`src/rtl/sniff_pkg.sv`:
```
package sniff_pkg;

    typedef enum logic [0:0] {
        ST_IDLE  = 1'b0,
        ST_SHIFT = 1'b1
    } sniff_state_t;

    // Modes 0 and 3 capture on a rising edge, modes 1 and 2 on a falling edge.
    function automatic logic capture_on_rise(input logic cpol, input logic cpha);
        return ~(cpol ^ cpha);
    endfunction

endpackage

```
`src/rtl/sniff_sync.sv`:
```
module sniff_sync #(
    parameter int LINES = 4
) (
    input  logic             clk,
    input  logic             rst,
    input  logic [LINES-1:0] rst_val,
    input  logic [LINES-1:0] din,
    output logic [LINES-1:0] dout
);
    for (genvar g = 0; g < LINES; g++) begin : g_line
        logic meta_q;
        logic stable_q;
        always_ff @(posedge clk) begin
            if (rst) begin
                meta_q   <= rst_val[g];
                stable_q <= rst_val[g];
            end else begin
                meta_q   <= din[g];
                stable_q <= meta_q;
            end
        end
        assign dout[g] = stable_q;
    end
endmodule

```
`src/rtl/sniff_edge.sv`:
```
module sniff_edge
    import sniff_pkg::*;
(
    input  logic clk,
    input  logic rst,
    input  logic cpol,
    input  logic cpha,
    input  logic sck_s,
    output logic sample
);
    logic prev_q;
    logic rise;
    logic fall;

    always_ff @(posedge clk) begin
        if (rst) prev_q <= cpol;
        else     prev_q <= sck_s;
    end

    assign rise   = sck_s & ~prev_q;
    assign fall   = ~sck_s & prev_q;
    assign sample = capture_on_rise(cpol, cpha) ? rise : fall;
endmodule

```
`src/rtl/sniff_collect.sv`:
```
module sniff_collect #(
    parameter int MAX_W  = 64,
    parameter int CNT_W  = 16,
    localparam int LEN_W = $clog2(MAX_W + 1)
) (
    input  logic             clk,
    input  logic             rst,
    input  logic             sample_i,
    input  logic             first_i,
    input  logic             lsb_first_i,
    input  logic [LEN_W-1:0] word_len_i,
    input  logic             mosi_i,
    input  logic             miso_i,
    input  logic             cs_idle_i,
    output logic [LEN_W-1:0] bit_cnt_o,
    output logic             last_o,
    output logic             valid_o,
    output logic [MAX_W-1:0] mosi_o,
    output logic [MAX_W-1:0] miso_o,
    output logic             warn_o,
    output logic [CNT_W-1:0] count_o
);
    logic [LEN_W-1:0] cnt_q;
    logic [MAX_W-1:0] acc_mosi_q, acc_miso_q;
    logic             warn_q;
    logic [LEN_W-1:0] pos;
    logic [MAX_W-1:0] bit_sel;
    logic [MAX_W-1:0] nxt_mosi, nxt_miso;
    logic             nxt_warn;

    assign last_o    = (cnt_q + LEN_W'(1)) == word_len_i;
    assign bit_cnt_o = cnt_q;

    always_comb begin
        pos      = lsb_first_i ? cnt_q : (word_len_i - LEN_W'(1) - cnt_q);
        bit_sel  = MAX_W'(1) << pos;
        nxt_mosi = mosi_i ? (acc_mosi_q | bit_sel) : acc_mosi_q;
        nxt_miso = miso_i ? (acc_miso_q | bit_sel) : acc_miso_q;
        nxt_warn = first_i ? cs_idle_i : warn_q;
    end

    always_ff @(posedge clk) begin
        if (rst) begin
            cnt_q      <= '0;
            acc_mosi_q <= '0;
            acc_miso_q <= '0;
            warn_q     <= 1'b0;
            valid_o    <= 1'b0;
            mosi_o     <= '0;
            miso_o     <= '0;
            warn_o     <= 1'b0;
            count_o    <= '0;
        end else begin
            valid_o <= sample_i && last_o;
            if (sample_i) begin
                if (last_o) begin
                    mosi_o     <= nxt_mosi;
                    miso_o     <= nxt_miso;
                    warn_o     <= nxt_warn;
                    count_o    <= count_o + CNT_W'(1);
                    cnt_q      <= '0;
                    acc_mosi_q <= '0;
                    acc_miso_q <= '0;
                    warn_q     <= 1'b0;
                end else begin
                    cnt_q      <= cnt_q + LEN_W'(1);
                    acc_mosi_q <= nxt_mosi;
                    acc_miso_q <= nxt_miso;
                    warn_q     <= nxt_warn;
                end
            end
        end
    end

    // no capture edge, no change to the bit count
    assert_hold_without_edge_R3: assert property (@(posedge clk) disable iff (rst)
        !sample_i |=> $stable(cnt_q));
endmodule

```
`src/rtl/spi_sniffer.sv`:
```
module spi_sniffer
    import sniff_pkg::*;
#(
    parameter int MAX_W  = 64,
    parameter int CNT_W  = 16,
    localparam int LEN_W = $clog2(MAX_W + 1)
) (
    input  logic             clk,
    input  logic             rst,
    input  logic             cfg_cpol,
    input  logic             cfg_cpha,
    input  logic             cfg_lsb_first,
    input  logic             cfg_cs_active_high,
    input  logic [LEN_W-1:0] cfg_word_len,
    input  logic             spi_sck,
    input  logic             spi_mosi,
    input  logic             spi_miso,
    input  logic             spi_cs,
    output logic             word_valid,
    output logic [MAX_W-1:0] word_mosi,
    output logic [MAX_W-1:0] word_miso,
    output logic             word_cs_warn,
    output logic [CNT_W-1:0] word_count
);
    logic [3:0]       sync_out;
    logic             sck_s, mosi_s, miso_s, cs_s;
    logic             sample;
    logic             cs_idle;
    logic [LEN_W-1:0] len_eff;
    logic [LEN_W-1:0] bit_cnt;
    logic             last_bit;
    logic             first_bit;
    sniff_state_t     state_q, state_d;

    sniff_sync #(.LINES(4)) i_sync (
        .clk    (clk),
        .rst    (rst),
        .rst_val({cfg_cpol, 3'b000}),
        .din    ({spi_sck, spi_mosi, spi_miso, spi_cs}),
        .dout   (sync_out)
    );
    assign {sck_s, mosi_s, miso_s, cs_s} = sync_out;

    sniff_edge i_edge (
        .clk   (clk),
        .rst   (rst),
        .cpol  (cfg_cpol),
        .cpha  (cfg_cpha),
        .sck_s (sck_s),
        .sample(sample)
    );

    assign cs_idle = cfg_cs_active_high ? ~cs_s : cs_s;
    assign len_eff = (cfg_word_len == '0 || cfg_word_len > LEN_W'(MAX_W))
                     ? LEN_W'(MAX_W) : cfg_word_len;

    // State register
    always_ff @(posedge clk) begin
        if (rst) state_q <= ST_IDLE;
        else     state_q <= state_d;
    end

    // Next state and controller outputs
    always_comb begin
        state_d   = state_q;
        first_bit = 1'b0;
        unique case (state_q)
            ST_IDLE: begin
                first_bit = 1'b1;
                if (sample && !last_bit) state_d = ST_SHIFT;
            end
            ST_SHIFT: begin
                if (sample && last_bit) state_d = ST_IDLE;
            end
            default: state_d = ST_IDLE;
        endcase
    end

    sniff_collect #(.MAX_W(MAX_W), .CNT_W(CNT_W)) i_collect (
        .clk        (clk),
        .rst        (rst),
        .sample_i   (sample),
        .first_i    (first_bit),
        .lsb_first_i(cfg_lsb_first),
        .word_len_i (len_eff),
        .mosi_i     (mosi_s),
        .miso_i     (miso_s),
        .cs_idle_i  (cs_idle),
        .bit_cnt_o  (bit_cnt),
        .last_o     (last_bit),
        .valid_o    (word_valid),
        .mosi_o     (word_mosi),
        .miso_o     (word_miso),
        .warn_o     (word_cs_warn),
        .count_o    (word_count)
    );

    assert_valid_single_R8: assert property (@(posedge clk) disable iff (rst)
        word_valid |=> !word_valid);

    assert_count_step_R8: assert property (@(posedge clk) disable iff (rst)
        word_valid |-> word_count == $past(word_count) + CNT_W'(1));

    assert_idle_empty_R8: assert property (@(posedge clk) disable iff (rst)
        (state_q == ST_IDLE) |-> (bit_cnt == '0));

    assert_high_bits_zero_R7: assert property (@(posedge clk) disable iff (rst)
        (word_valid && len_eff < LEN_W'(MAX_W)) |->
            ((word_mosi >> len_eff) == '0 && (word_miso >> len_eff) == '0));
endmodule

```
`config.mk`:
```
export PLATFORM = sky130hd
export DESIGN_NAME = spi_sniffer
export DESIGN_NICKNAME = d
export VERILOG_FILES = /design/src/rtl/sniff_pkg.sv /design/src/rtl/sniff_sync.sv /design/src/rtl/sniff_edge.sv /design/src/rtl/sniff_collect.sv /design/src/rtl/spi_sniffer.sv
export SDC_FILE = /design/constraint.sdc
export NUM_CORES = 1
export LEC_CHECK = 0
export CAP_MARGIN = 5
export CORE_AREA = 2 2 162 164
export CTS_BUF_LIST = sky130_fd_sc_hd__clkbuf_2 sky130_fd_sc_hd__clkbuf_4 sky130_fd_sc_hd__clkbuf_8
export CTS_CLUSTER_DIAMETER = 60
export DETAILED_ROUTE_END_ITERATION = 10
export DIE_AREA = 0 0 164 166
export MAX_ROUTING_LAYER = met4
export PLACE_DENSITY = 0.68
export SLEW_MARGIN = 20
export SYNTH_ARGS = -nofsm -noshare
export SYNTH_HDL_FRONTEND = slang
export SYNTH_SLANG_ARGS = --single-unit
```
`constraint.sdc`:
```
create_clock -name clk -period 10.5 [get_ports clk]
set_input_delay 2.1 -clock clk [delete_from_list [all_inputs] [get_ports clk]]
set_output_delay 2.1 -clock clk [all_outputs]
set_load 0.01 [all_outputs]
```
==> key figures <==
Detailed routing
  – DR iter-0 viols: 759
  – WL final: 31.5 mm
  – Via density: 5.51
  – DR pass1 iterations: 6
  – # DRC: 0
  – WL/cell: 17.1 um
  – Post-route ant nets: 0
  – Via Count: 10100

Power
  – Lkg Pwr: 4.89 nW
  – Pwr Density: 161 nW/um2
  – Switch share: 0.245
  – Sw power: 556 uW
  – Internal cell power: 1.71 mW
  – Peak supply drop: 0.0000964 V
  – Combinational Power Share: 0.072
  – Flop pwr share: 0.495
  – Tot Pwr: 2.27 mW
  – Clock power share: 0.433

Timing
  – Final setup fails: 0
  – Setup TNS: 0 ns
  – Rel. slew slack: 0.407
  – Achievable Freq: 0.169 GHz
  – Worst slew pin tran: 0.890 ns
  – Slew Limit Fails: 0
  – Worst setup margin: 4.59 ns
  – RSZ-0062 raised after global routing: false
  – WHS: 0.435 ns
  – Final period util: 0.563
  – Tmin final: 5.91 ns
  – Clock skew: 0.0185 ns
  – Endpoints failing hold: 0

GRT
  – Global-route wire length before repair: 50.5 mm
  – Largest net degree at the start of global routing: 81
  – Aggregate global-route resource usage: 0.235
  – Grt ovf: 0
  – Vias in the first global route: 9492
  – Antenna violations before repair: 0

Placement
  – Post-DP HPWL: 20.7 mm
  – Worst slack at placement: 4.08 ns
  – Cells after DPL: 1755
  – I/O Buffers: 162
  – Dpl cell area: 13100 um2
  – Final GP Congestion: 0.873

Logic synthesis
  – Syn_nets: 1374
  – Yosys cell types: 62
  – Syn avg cell area: 8.56 um2
  – Top FF cell, synth: dfxtp_1
  – Yosys top cell area share: 0.507
  – Most instantiated library cell after synthesis: nor2_1
  – List of most frequent post-synthesis cells: nor2_1, dfxtp_1, a21oi_1
  – Yosys warns: 0
  – Async SR Flop Fraction: 0
  – Synthesized flop and latch total: 292
  – Dominant cells by area after synthesis: dfxtp_1, nor2_1, a211oi_1, a21oi_1, nor3_1
  – EDFF count, synth: 0
  – Sequential share of the synthesized area: 0.507
  – Instance count of the mapped netlist: 1347
  – Yosys top cell by area: dfxtp_1
  – Cell area after synthesis: 11500 um2

Clock tree
  – Clock-pin transition on the worst setup and hold timing paths: 0.06 ns
  – CTS Buf Count: 47
  – Post_cts resized: 0
  – Clock Tree Root: clkbuf_8
  – H-tree levels: 2
  – CTS tree: done
  – Clock Latency Late Sink: 0.57 ns
  – CTS Sinks: 292
  – Post-CTS Setup Inserts: 0
  – Clk buf depth: 3
  – Cts hold-fix bufs: 0

Cells and area
  – Layout cell share with drive strength beyond 1: 0.0806
  – Core Util, Final: 0.550
  – Area Overhead vs Synth: 22.1%
  – Diode count: 0
  – Final Non-Filler Cells: 1836
  – Fin nets: 1497
  – Fin area: 14100 um2

Floorplan
  – I/O pins: 163
  – Core area: 25600 um2
  – Die width: 164 um
  – DIE AREA: 27200 um2
  – Die Y: 166 um
  – Core Rows: 59
  – Starting Density: 0.450

Setup path
  – Worst r2r path cells: 9
  – Crit end category: register
  – Flop-to-flop setup slack: 6.19 ns
  – Reg2reg start: i_collect.bit_cnt_o[1]
  – Critical path startpoint category: input pin
  – Kind of critical path: in -> reg
  – Worst EP arrival: 6.31 ns
  – Max FO, Critical Path: 78
  – FF-to-FF End: i_collect.acc_mosi_q[13]
  – Data required, critical path: 10.90 ns

Worst hold path
  – Hold Path Class: reg -> reg
  – Hold Crit Start: i_sync.g_line[0].meta_q
  – Hold path depth: 1
  – Hold EP: i_sync.g_line[0].stable_q

Flow run
  – Maxcap violations: 0

Status
  – Status: finished, final reports clean
## layout make-up
type / count / area (um2)
clock buffers: 73 / 905
clock inverters: 7 / 43.8
fillers: 2371 / 11500
inverters: 17 / 63.8
multi-input cells: 940 / 5100
flip-flops and latches: 292 / 5850
well taps: 335 / 419
repair buffers: 172 / 1710
## how the worst max path moves through the flow
stage / slack [ns] / startpoint / cells past startpoint / endpoint
floorplan: 5.73 / cfg_word_len[6] / 13 / i_collect.mosi_o[57]
global placement: 4.19 / cfg_word_len[6] / 9 / i_collect.acc_mosi_q[60]
detailed placement: 4.08 / cfg_word_len[6] / 9 / i_collect.acc_mosi_q[47]
CTS: 4.68 / cfg_word_len[6] / 9 / i_collect.acc_mosi_q[13]
global route: 4.30 / cfg_word_len[6] / 9 / i_collect.acc_mosi_q[29]
finish: 4.59 / cfg_word_len[6] / 9 / i_collect.acc_mosi_q[13]
## cell usage in the layout, fill, tap and decap left out, drive strengths merged, types with 5 or more instances in the layout
| cell | Yosys | layout |
|---|---|---|
| ha | 9 | 9 |
| or3 | 7 | 7 |
| nand2b | 9 | 9 |
| or4 | 5 | 5 |
| o21ai | 10 | 10 |
| nand4 | 7 | 7 |
| a21oi | 151 | 151 |
| dfxtp | 292 | 292 |
| clkdlybuf4s50 | 0 | 161 |
| xnor2 | 10 | 10 |
| nor3 | 132 | 132 |
| inv | 17 | 18 |
| clkbuf | 35 | 73 |
| nand3 | 25 | 25 |
| o31ai | 6 | 6 |
| nor2 | 345 | 345 |
| xor2 | 6 | 6 |
| nor2b | 12 | 12 |
| buf | 63 | 11 |
| and3 | 8 | 8 |
| nand2 | 31 | 31 |
| clkinv | 0 | 5 |
| a211oi | 129 | 129 |
## critical path, stage by stage
cell	delay, ns
clkdlybuf4s50_1	0.58
nor2b_1	0.31
xnor2_1	0.15
o21ai_1	0.13
nor4_4	0.49
nand3_4	0.72
nand2b_4	0.82
buf_4	0.75
nor2_1	0.12
## power by group through the flow
stage / clock network (mW) / logic (mW) / registers, mW
3_3_place_gp: 0 / 0.160 / 1.15
6_report: 0.982 / 0.164 / 1.12
5_1_grt: 1.05 / 0.178 / 1.12
4_1_cts: 1.00 / 0.162 / 1.12
2_1_floorplan: 0 / 0.114 / 1.15
3_5_place_dp: 0 / 0.162 / 1.15
## registers in the layout, summed over array words and instances (netlist names), named ones only
register,flops
i_collect.miso_o,64
i_edge.prev_q,1
i_collect.acc_mosi_q,64
i_collect.mosi_o,64
i_collect.valid_o,1
i_collect.count_o,16
i_collect.warn_o,1
i_collect.bit_cnt_o,7
i_collect.warn_q,1
i_collect.acc_miso_q,64
i_sync.g_line.meta_q,4
i_sync.g_line.stable_q,4
## layer usage
| metal | track usage | vias to the layer above | share of wire |
|---|---|---|---|
| met3 | 0.0345 | 49 | 0.060 |
| li1 | - | 4952 | - |
| met1 | 0.319 | 4793 | 0.45 |
| met2 | 0.367 | 327 | 0.47 |
| met4 | 0.0648 | 0 | 0.022 |
| met5 | - | - | 0 |
## cells by family (layout without fill, tap and decap cells)
kind of cell	count (synthesis)	count (layout)	synth area share
buffers and inverters	115	269	0.0526
DFF	292	292	0.507
and+or+nand+nor	593	593	0.231
AOI/OAI and AO/OA	317	317	0.181
muxes	2	2	0.00184
adders and majority gates	10	10	0.0115
xor gates and xnor gates	18	18	0.0161
Power figures use the tool's default switching activity.
